**src/rtl/uart_irq_pkg.sv**
```systemverilog
package uart_irq_pkg;
  localparam int unsigned NUM_EVT    = 4;
  localparam int unsigned NUM_CAUSE  = NUM_EVT + 1;
  localparam int unsigned NUM_MODEM  = 4;
  localparam int unsigned CFG_W      = 32;

  // pending bit positions (decoded by the host)
  localparam int unsigned C_LINE = 0;
  localparam int unsigned C_RDA  = 1;
  localparam int unsigned C_TMO  = 2;
  localparam int unsigned C_TXS  = 3;
  localparam int unsigned C_MDM  = 4;

  // enable bit positions in the configuration word
  localparam int unsigned EN_RDA  = 0;
  localparam int unsigned EN_TXS  = 1;
  localparam int unsigned EN_LINE = 2;
  localparam int unsigned EN_MDM  = 3;
  localparam int unsigned EN_W    = 4;

  // first modem-control output bit
  localparam int unsigned CTL_LO = 24;
  localparam int unsigned CTL_W  = 6;
endpackage

```
**src/rtl/uis_cause_latch.sv**
```systemverilog
module uis_cause_latch #(
  parameter int unsigned N = 5
) (
  input  logic         clk,
  input  logic         rst_n,
  input  logic [N-1:0] set_i,
  input  logic [N-1:0] clr_i,
  output logic [N-1:0] pend_o
);
  for (genvar k = 0; k < N; k++) begin : g_bit
    always_ff @(posedge clk or negedge rst_n) begin
      if (!rst_n) pend_o[k] <= 1'b0;
      else        pend_o[k] <= set_i[k] | (pend_o[k] & ~clr_i[k]);
    end


    set_wins_chk: assert property (@(posedge clk) disable iff (!rst_n)
      set_i[k] |=> pend_o[k]);

    clr_takes_chk: assert property (@(posedge clk) disable iff (!rst_n)
      (clr_i[k] && !set_i[k]) |=> !pend_o[k]);

    pend_holds_chk: assert property (@(posedge clk) disable iff (!rst_n)
      (pend_o[k] && !clr_i[k]) |=> pend_o[k]);
  end
endmodule

```
**src/rtl/uis_modem_track.sv**
```systemverilog
module uis_modem_track #(
  parameter int unsigned LINES  = 4,
  parameter int unsigned STAGES = 2
) (
  input  logic             clk,
  input  logic             rst_n,
  input  logic [LINES-1:0] pin_i,
  input  logic             clr_i,
  output logic [LINES-1:0] cur_o,
  output logic [LINES-1:0] delta_o,
  output logic             any_edge_o
);
  logic [STAGES-1:0][LINES-1:0] sync_q;
  logic [LINES-1:0]             prev_q;
  logic [LINES-1:0]             edge_w;

  for (genvar s = 0; s < STAGES; s++) begin : g_sync
    always_ff @(posedge clk or negedge rst_n) begin
      if (!rst_n)      sync_q[s] <= '0;
      else if (s == 0) sync_q[s] <= pin_i;
      else             sync_q[s] <= sync_q[(s == 0) ? 0 : s-1];
    end
  end

  assign cur_o      = sync_q[STAGES-1];
  assign edge_w     = cur_o ^ prev_q;
  assign any_edge_o = |edge_w;

  always_ff @(posedge clk or negedge rst_n) begin
    if (!rst_n) begin
      prev_q  <= '0;
      delta_o <= '0;
    end else begin
      prev_q  <= cur_o;
      delta_o <= edge_w | (clr_i ? '0 : delta_o);
    end
  end

  for (genvar i = 0; i < LINES; i++) begin : g_chk

    rise_flag_chk: assert property (@(posedge clk) disable iff (!rst_n)
      $rose(cur_o[i]) |=> delta_o[i]);

    fall_flag_chk: assert property (@(posedge clk) disable iff (!rst_n)
      $fell(cur_o[i]) |=> delta_o[i]);
  end

  delta_clear_chk: assert property (@(posedge clk) disable iff (!rst_n)
    (clr_i && !any_edge_o) |=> (delta_o == '0));

  delta_keep_chk: assert property (@(posedge clk) disable iff (!rst_n)
    !clr_i |=> ((delta_o & $past(delta_o)) == $past(delta_o)));
endmodule

```
**src/rtl/uis_irq_gate.sv**
```systemverilog
module uis_irq_gate
  import uart_irq_pkg::*;
(
  input  logic [NUM_CAUSE-1:0] pend_i,
  input  logic [EN_W-1:0]      en_i,
  output logic                 irq_o
);
  logic [NUM_CAUSE-1:0] live_w;

  always_comb begin
    live_w         = '0;
    live_w[C_LINE] = pend_i[C_LINE] & en_i[EN_LINE];
    live_w[C_RDA]  = pend_i[C_RDA]  & en_i[EN_RDA];
    live_w[C_TMO]  = pend_i[C_TMO]  & en_i[EN_RDA];
    live_w[C_TXS]  = pend_i[C_TXS]  & en_i[EN_TXS];
    live_w[C_MDM]  = pend_i[C_MDM]  & en_i[EN_MDM];
  end

  assign irq_o = |live_w;


  always_comb irq_needs_pend_chk: assert (!irq_o || (|pend_i));

  always_comb tmo_uses_rda_en_chk: assert (!(pend_i[C_TMO] && en_i[EN_RDA]) || irq_o);
endmodule

```
**src/rtl/uart_irq_stat.sv**
```systemverilog
module uart_irq_stat
  import uart_irq_pkg::*;
#(
  parameter int unsigned SYNC_STAGES = 2
) (
  input  logic                 clk,
  input  logic                 rst_n,
  input  logic [NUM_EVT-1:0]   evt_i,
  input  logic [7:0]           lsr_i,
  input  logic [NUM_MODEM-1:0] modem_i,
  input  logic                 stat_wr_i,
  input  logic [7:0]           stat_wdata_i,
  input  logic                 cfg_wr_i,
  input  logic [CFG_W-1:0]     cfg_wdata_i,
  output logic [23:0]          stat_o,
  output logic [CFG_W-1:0]     cfg_o,
  output logic                 irq_o,
  output logic                 dtr_o,
  output logic                 rts_o,
  output logic                 out1_o,
  output logic                 out2_o,
  output logic                 loop_o,
  output logic                 flow_o
);
  localparam int unsigned PAD_W = 8 - NUM_CAUSE;

  logic [NUM_CAUSE-1:0] clr_w, set_w, pend_w;
  logic [NUM_MODEM-1:0] cur_w, delta_w;
  logic                 mdm_edge_w;
  logic [CFG_W-1:0]     cfg_q;
  logic                 unused_wbits;

  assign unused_wbits = ^stat_wdata_i[7:NUM_CAUSE];
  assign clr_w = stat_wr_i ? stat_wdata_i[NUM_CAUSE-1:0] : '0;

  always_ff @(posedge clk or negedge rst_n) begin
    if (!rst_n)        cfg_q <= '0;
    else if (cfg_wr_i) cfg_q <= cfg_wdata_i;
  end

  uis_modem_track #(.LINES(NUM_MODEM), .STAGES(SYNC_STAGES)) u_modem (
    .clk(clk), .rst_n(rst_n), .pin_i(modem_i), .clr_i(clr_w[C_MDM]),
    .cur_o(cur_w), .delta_o(delta_w), .any_edge_o(mdm_edge_w)
  );

  assign set_w = {mdm_edge_w, evt_i};

  uis_cause_latch #(.N(NUM_CAUSE)) u_latch (
    .clk(clk), .rst_n(rst_n), .set_i(set_w), .clr_i(clr_w), .pend_o(pend_w)
  );

  uis_irq_gate u_gate (
    .pend_i(pend_w), .en_i(cfg_q[EN_W-1:0]), .irq_o(irq_o)
  );

  assign stat_o = {lsr_i, cur_w, delta_w, {PAD_W{1'b0}}, pend_w};
  assign cfg_o  = cfg_q;
  assign {flow_o, loop_o, out2_o, out1_o, rts_o, dtr_o} = cfg_q[CTL_LO +: CTL_W];


  cfg_store_chk: assert property (@(posedge clk) disable iff (!rst_n)
    cfg_wr_i |=> (cfg_o == $past(cfg_wdata_i)));

  mdm_cause_chk: assert property (@(posedge clk) disable iff (!rst_n)
    mdm_edge_w |=> (stat_o[C_MDM] && (stat_o[15:8] & 8'h0F) != 8'h00));
endmodule

```
**config.mk**
```make
export PLATFORM = sky130hd
export DESIGN_NAME = uart_irq_stat
export DESIGN_NICKNAME = d
export VERILOG_FILES = /design/src/rtl/uart_irq_pkg.sv /design/src/rtl/uis_cause_latch.sv /design/src/rtl/uis_modem_track.sv /design/src/rtl/uis_irq_gate.sv /design/src/rtl/uart_irq_stat.sv
export SDC_FILE = /design/constraint.sdc
export NUM_CORES = 1
export LEC_CHECK = 0
export CAP_MARGIN = 20
export CORE_UTILIZATION = 37
export DETAILED_ROUTE_END_ITERATION = 10
export PLACE_DENSITY = 0.8
export SYNTH_ARGS = -nofsm -noshare
export SYNTH_HDL_FRONTEND = slang
export SYNTH_SLANG_ARGS = --single-unit
```
**constraint.sdc**
```tcl
create_clock -name clk -period 1.65 [get_ports clk]
set_clock_uncertainty 0.15 [all_clocks]
set_input_delay 0.2475 -clock clk [delete_from_list [all_inputs] [get_ports clk]]
set_output_delay 0.2475 -clock clk [all_outputs]
set_load 0.05 [all_outputs]
```
# --- Word level (Yosys, flattened, before mapping) ---
# Index checks and enable logic that the tools add are counted.
word_totals:
  wordCells: 36
  out_inout_bits: 63
  regBits: 53
  inputBits: 60
classes:
  bitwise_logic: 22
  reduce_logical: 2
  mux: 2
ops:
  columns: ["op", "count"]
  rows:
  - ["AND 1 bit", 10]
  - ["two-way mux 5 bit", 1]
  - ["inverter 1 bit", 5]
  - ["OR 1 bit", 5]
  - ["OR reduction 5 bit", 1]
  - ["two-way mux 4 bit", 1]
  - ["OR 4 bit", 1]
  - ["OR reduction 4 bit", 1]
  - ["XOR 4 bit", 1]

# --- Longest topological paths before layout ---
depth:
  depth_word: 4
  ltp_mapped: 3
  mapped_depth_nobuf: 3

# --- Hierarchy ---
# From an unflattened synthesis, not the netlist that was laid out.
hier_totals:
  hier_cells: 142
  hier_area_um2: 2214.6
modules_own_cells:
  columns: ["mod", "cells_per_inst", "area_per_inst_um2", "n_inst", "seq_area_each_um2"]
  rows:
  - ["uart_irq_stat", 91, 1507.7, 1, 800.8]
  - ["uis_modem_track", 33, 506.7, 1, 400.4]
  - ["uis_cause_latch", 15, 181.4, 1, 125.1]
  - ["uis_irq_gate", 3, 18.8, 1, 0.0]

# --- Worst setup path after synthesis ---
# No wires, ideal clock.
synth_timing:
  kind: "register to output"
  start: "reg u_latch.pend_o[0]"
  end: "out irq_o"
  arrival_ps: 1284
  path_stages_with_launch: 3
  setup_slack_ps: -32
  n_path_buf: 0
  required_ps: 1252
  path_cell_list: "dfrtp_1 a222oi_1 nand2_1"
synth_via:
  elab_chain_cells: 2
synth_rtl:
  columns: ["element", "line", "rtl"]
  rows:
  - ["from (decl)", "uis_cause_latch.sv:8", "output logic [N-1:0] pend_o"]
  - ["from (signal, indexed assignment)", "uis_cause_latch.sv:13", "else pend_o[k] <= set_i[k] | (pend_o[k] & ~clr_i[k]);"]
  - ["AND 1 bit", "uis_irq_gate.sv:12", "live_w[C_LINE] = pend_i[C_LINE] & en_i[EN_LINE];"]
  - ["OR reduction 5 bit", "uis_irq_gate.sv:19", "assign irq_o = |live_w;"]
  - ["to (decl)", "uart_irq_stat.sv:17", "output logic irq_o,"]
# Every way passes these cells.

# --- Final worst setup path ---
# Ends and elaborated chain as after synthesis.

==> results.py <==
metrics = {
    "outcome": {
        "run_status": "complete, but fails checks",
        "violations": "setup timing",
    },
    "cells_and_area": {
        "final_net_count": 287,
        "final_core_util_pct": 63.8,
        "areaGrowthSynthToFinish_pct": 63.3,
        "num_antenna_cells": 0,
        "share_of_final_layout_standard_cells_stronger_than_drive_strength_1_pct": 46.5,
        "final_common_cell": "dfrtp_1",
        "commonest_cells_after_routing_fill_and_taps_aside": "52 x dfrtp_1, 47 x clkdlybuf4s50_1, 32 x buf_4",
        "finalNonFillerCells": 298,
    },
    "clocking": {
        "cts_htree_levels": 2,
        "total_clock_buffers_created_by_cts": 5,
        "clock_path_buffers": 2,
        "tritoncts": "built",
        "ctsRootBufferMaster": "clkbuf_8",
        "clock_sink_count": 53,
        "clkTransAtPathRegs_ns": 0.10,
        "clkLatencyLatePin_ns": 0.30,
    },
    "route": {
        "avgViaCountPerCell": 4.45,
        "drc": 0,
        "dr.pass1.iters": 4,
        "drt_initial_violations": 36,
        "count_of_antenna_violating_nets_left_after_detailed_routing": 0,
        "dr_total_vias": 1327,
        "avgRoutedWirePerCell_um": 13.4,
        "detail_route.wirelength_mm": 3.98,
    },
    "grt": {
        "grt_antenna_before_repair": 0,
        "grt_pass1_wl_mm": 6.69,
        "grt_max_degree": 33,
        "first_global_vias": 1401,
        "grt_util_all_layers_pct": 14.8,
        "globalRoute.totalOverflow": 0,
    },
    "timing": {
        "final_max_slew_viol_count": 0,
        "maxSlewHeadroom_pct": 62.9,
        "final_hold_vios": 0,
        "rsz_0062_raised_after_global_routing": "yes",
        "timing_worst_slew_pin_value_ns": 0.557,
        "timing.hold.ws_ns": 0.207,
        "min_period_over_period_pct": 112,
        "max_freq_ghz": 0.543,
        "final_period_minus_worst_setup_slack_ns": 1.84,
        "number_of_setup_violations_in_the_final_report": 1,
        "timing.final.ws_setup_ns": -0.193,
    },
    "floorplanning": {
        "start_util_pct": 39.1,
        "rows": 26,
        "die_height_um": 76.1,
        "core-area_sq_um": 5200,
        "die_area_sq_um": 5800,
        "design.portCount": 123,
        "die_span_x_um": 76.1,
    },
    "place": {
        "routabilityCongestion": 0.703,
        "detailedPlacementHpwl_mm": 3.12,
        "dpl_worst_slack_ns": 0.0232,
        "place.port_buffers": 100,
        "numPlacedInstances": 284,
    },
    "critical_path": {
        "startpoint_types": "flop",
        "critical_path.startpoint": "u_latch.pend_o[0]",
        "worst_ep_required_time_ns": 1.25,
        "critPathMaxFanout": 2,
        "regToRegStartpoint": "u_modem.cur_o[0]",
        "worst-endpoint-arrival_ns": 1.45,
        "cp-end-kind": "output pin",
        "timing.setup.critical_path_class": "flop to output pin",
    },
    "pwr": {
        "vdd.ir_drop.worst_uv": 570,
        "power.density_nw_per_um2": 998,
        "p_leak_nw": 1.46,
    },
    "min_path": {
        "hp-class": "flop to flop",
        "min-delay-start": "u_modem.sync_q[0]",
    },
    "synth": {
        "ys_warn_count": 0,
        "post_synthesis_cell_area_sq_um": 2030,
        "synthDominantAreaCellType": "dfrtp_1",
        "postSynthAreaPerCell_sq_um": 15.2,
        "synth.yosys.seq_area_share_pct": 65.2,
        "ys_ff_latch": 53,
        "synth_cell_type_count": 15,
        "post_synth_inst_count": 134,
        "yosys.area.top_type_share_pct": 65.2,
        "synth_area_leaders": "dfrtp_1 65%, mux2_2 17%, buf_4 8.9%",
    },
    "run": {
        "drv.max_cap_violation_count": 0,
    },
}
-- worst max-delay path, stage by stage, from the launching register on --
cell and delay, ns:
dfrtp_1 0.39, a222oi_1 0.49, nand2_2 0.09, buf_6 0.17
-- logic make-up (layout without fill, tap and decap cells) --
logic type / after synthesis / count (layout) / share of synthesized area (%)
other: 1 / 3 / 0.184
muxes: 32 / 32 / 17.7
buffers and inverters: 25 / 117 / 9.11
AOI/OAI and AO/OA: 10 / 10 / 4.25
and+or+nand+nor: 9 / 9 / 1.78
DFF: 53 / 53 / 65.2
xor gates and xnor gates: 4 / 4 / 1.72
-- metal layers --
| layer | GRT usage, % | routed length (um) | up-vias |
|---|---|---|---|
| li1 | - | - | 614 |
| met5 | 0 | 0 | - |
| met3 | 5.03 | 310 | 6 |
| met4 | 5.38 | 56 | 0 |
| met1 | 16.7 | 1530 | 643 |
| met2 | 26.1 | 2090 | 64 |
-- final timing paths --
kind / endpoint / slack (ns) / depth (start not counted)
worst max-delay path: irq_o / -0.19 / 3
worst min-delay path: u_modem.cur_o[0] / 0.21 / 0
worst max register to register: u_latch.pend_o[4] / 0.34 / 3
worst min register to register: u_modem.cur_o[0] / 0.21 / 0
max in group asynchronous: u_latch.pend_o[4] / 0.49 / 3
min in group asynchronous: cfg_o[7] / 0.31 / 2
-- power breakdown --
group | switching, mW | internal [mW] | total [mW]
clock network | 0.436 | 0.310 | 0.746
registers | 0.0861 | 1.41 | 1.49
logic | 0.591 | 0.484 | 1.07
total | 1.11 | 2.20 | 3.31
-- per-stage QoR --
step | instance area (sq um) | power, mW | setup TNS (ns)
2_1_floorplan | 2040 | 2.14 | 0
3_3_place_gp | 3170 | 2.57 | 0
3_5_place_dp | 3170 | 2.59 | 0
4_1_cts | 3320 | 3.36 | -0.235
5_1_grt | 3320 | 3.46 | -0.267
6_report | 3320 | 3.31 | -0.193
-- sequential cells by signal, indices dropped and copies added, names as in the netlist --
name / cells
u_modem.cur_o: 4
u_modem.sync_q: 4
cfg_o: 32
u_modem.delta_o: 4
u_modem.prev_q: 4
u_latch.pend_o: 5
-- synthesized netlist by cell type --
master,n
a2111oi_2,1
a21o_1,4
a21o_2,3
a222oi_1,1
buf_4,24
clkbuf_2,1
conb_1,1
dfrtp_1,53
mux2_1,2
mux2_2,30
nand2_1,8
nand2_2,1
o21ai_0,1
xnor2_1,1
xor2_1,3
-- area by class of cell --
type / instances / area, sq um
Multi-Input combinational cell: 58 / 532
Sequential cell: 53 / 1330
Clock inverter: 3 / 26.3
Fill cell: 409 / 1890
Clock buffer: 5 / 68.8
Tap cell: 70 / 87.6
Timing Repair Buffer: 109 / 1280
-- what timing repair did --
item / CTS / global route
pin swaps: 1 / 1
hold endpoints to repair: 23 / 0
buffers inserted: 5 / 0
endpoints found under the setup margin: 1 / 1
gates resized for setup: 2 / 0
hold buffers: 1 / 0
(Power assumes the default switching activity.)
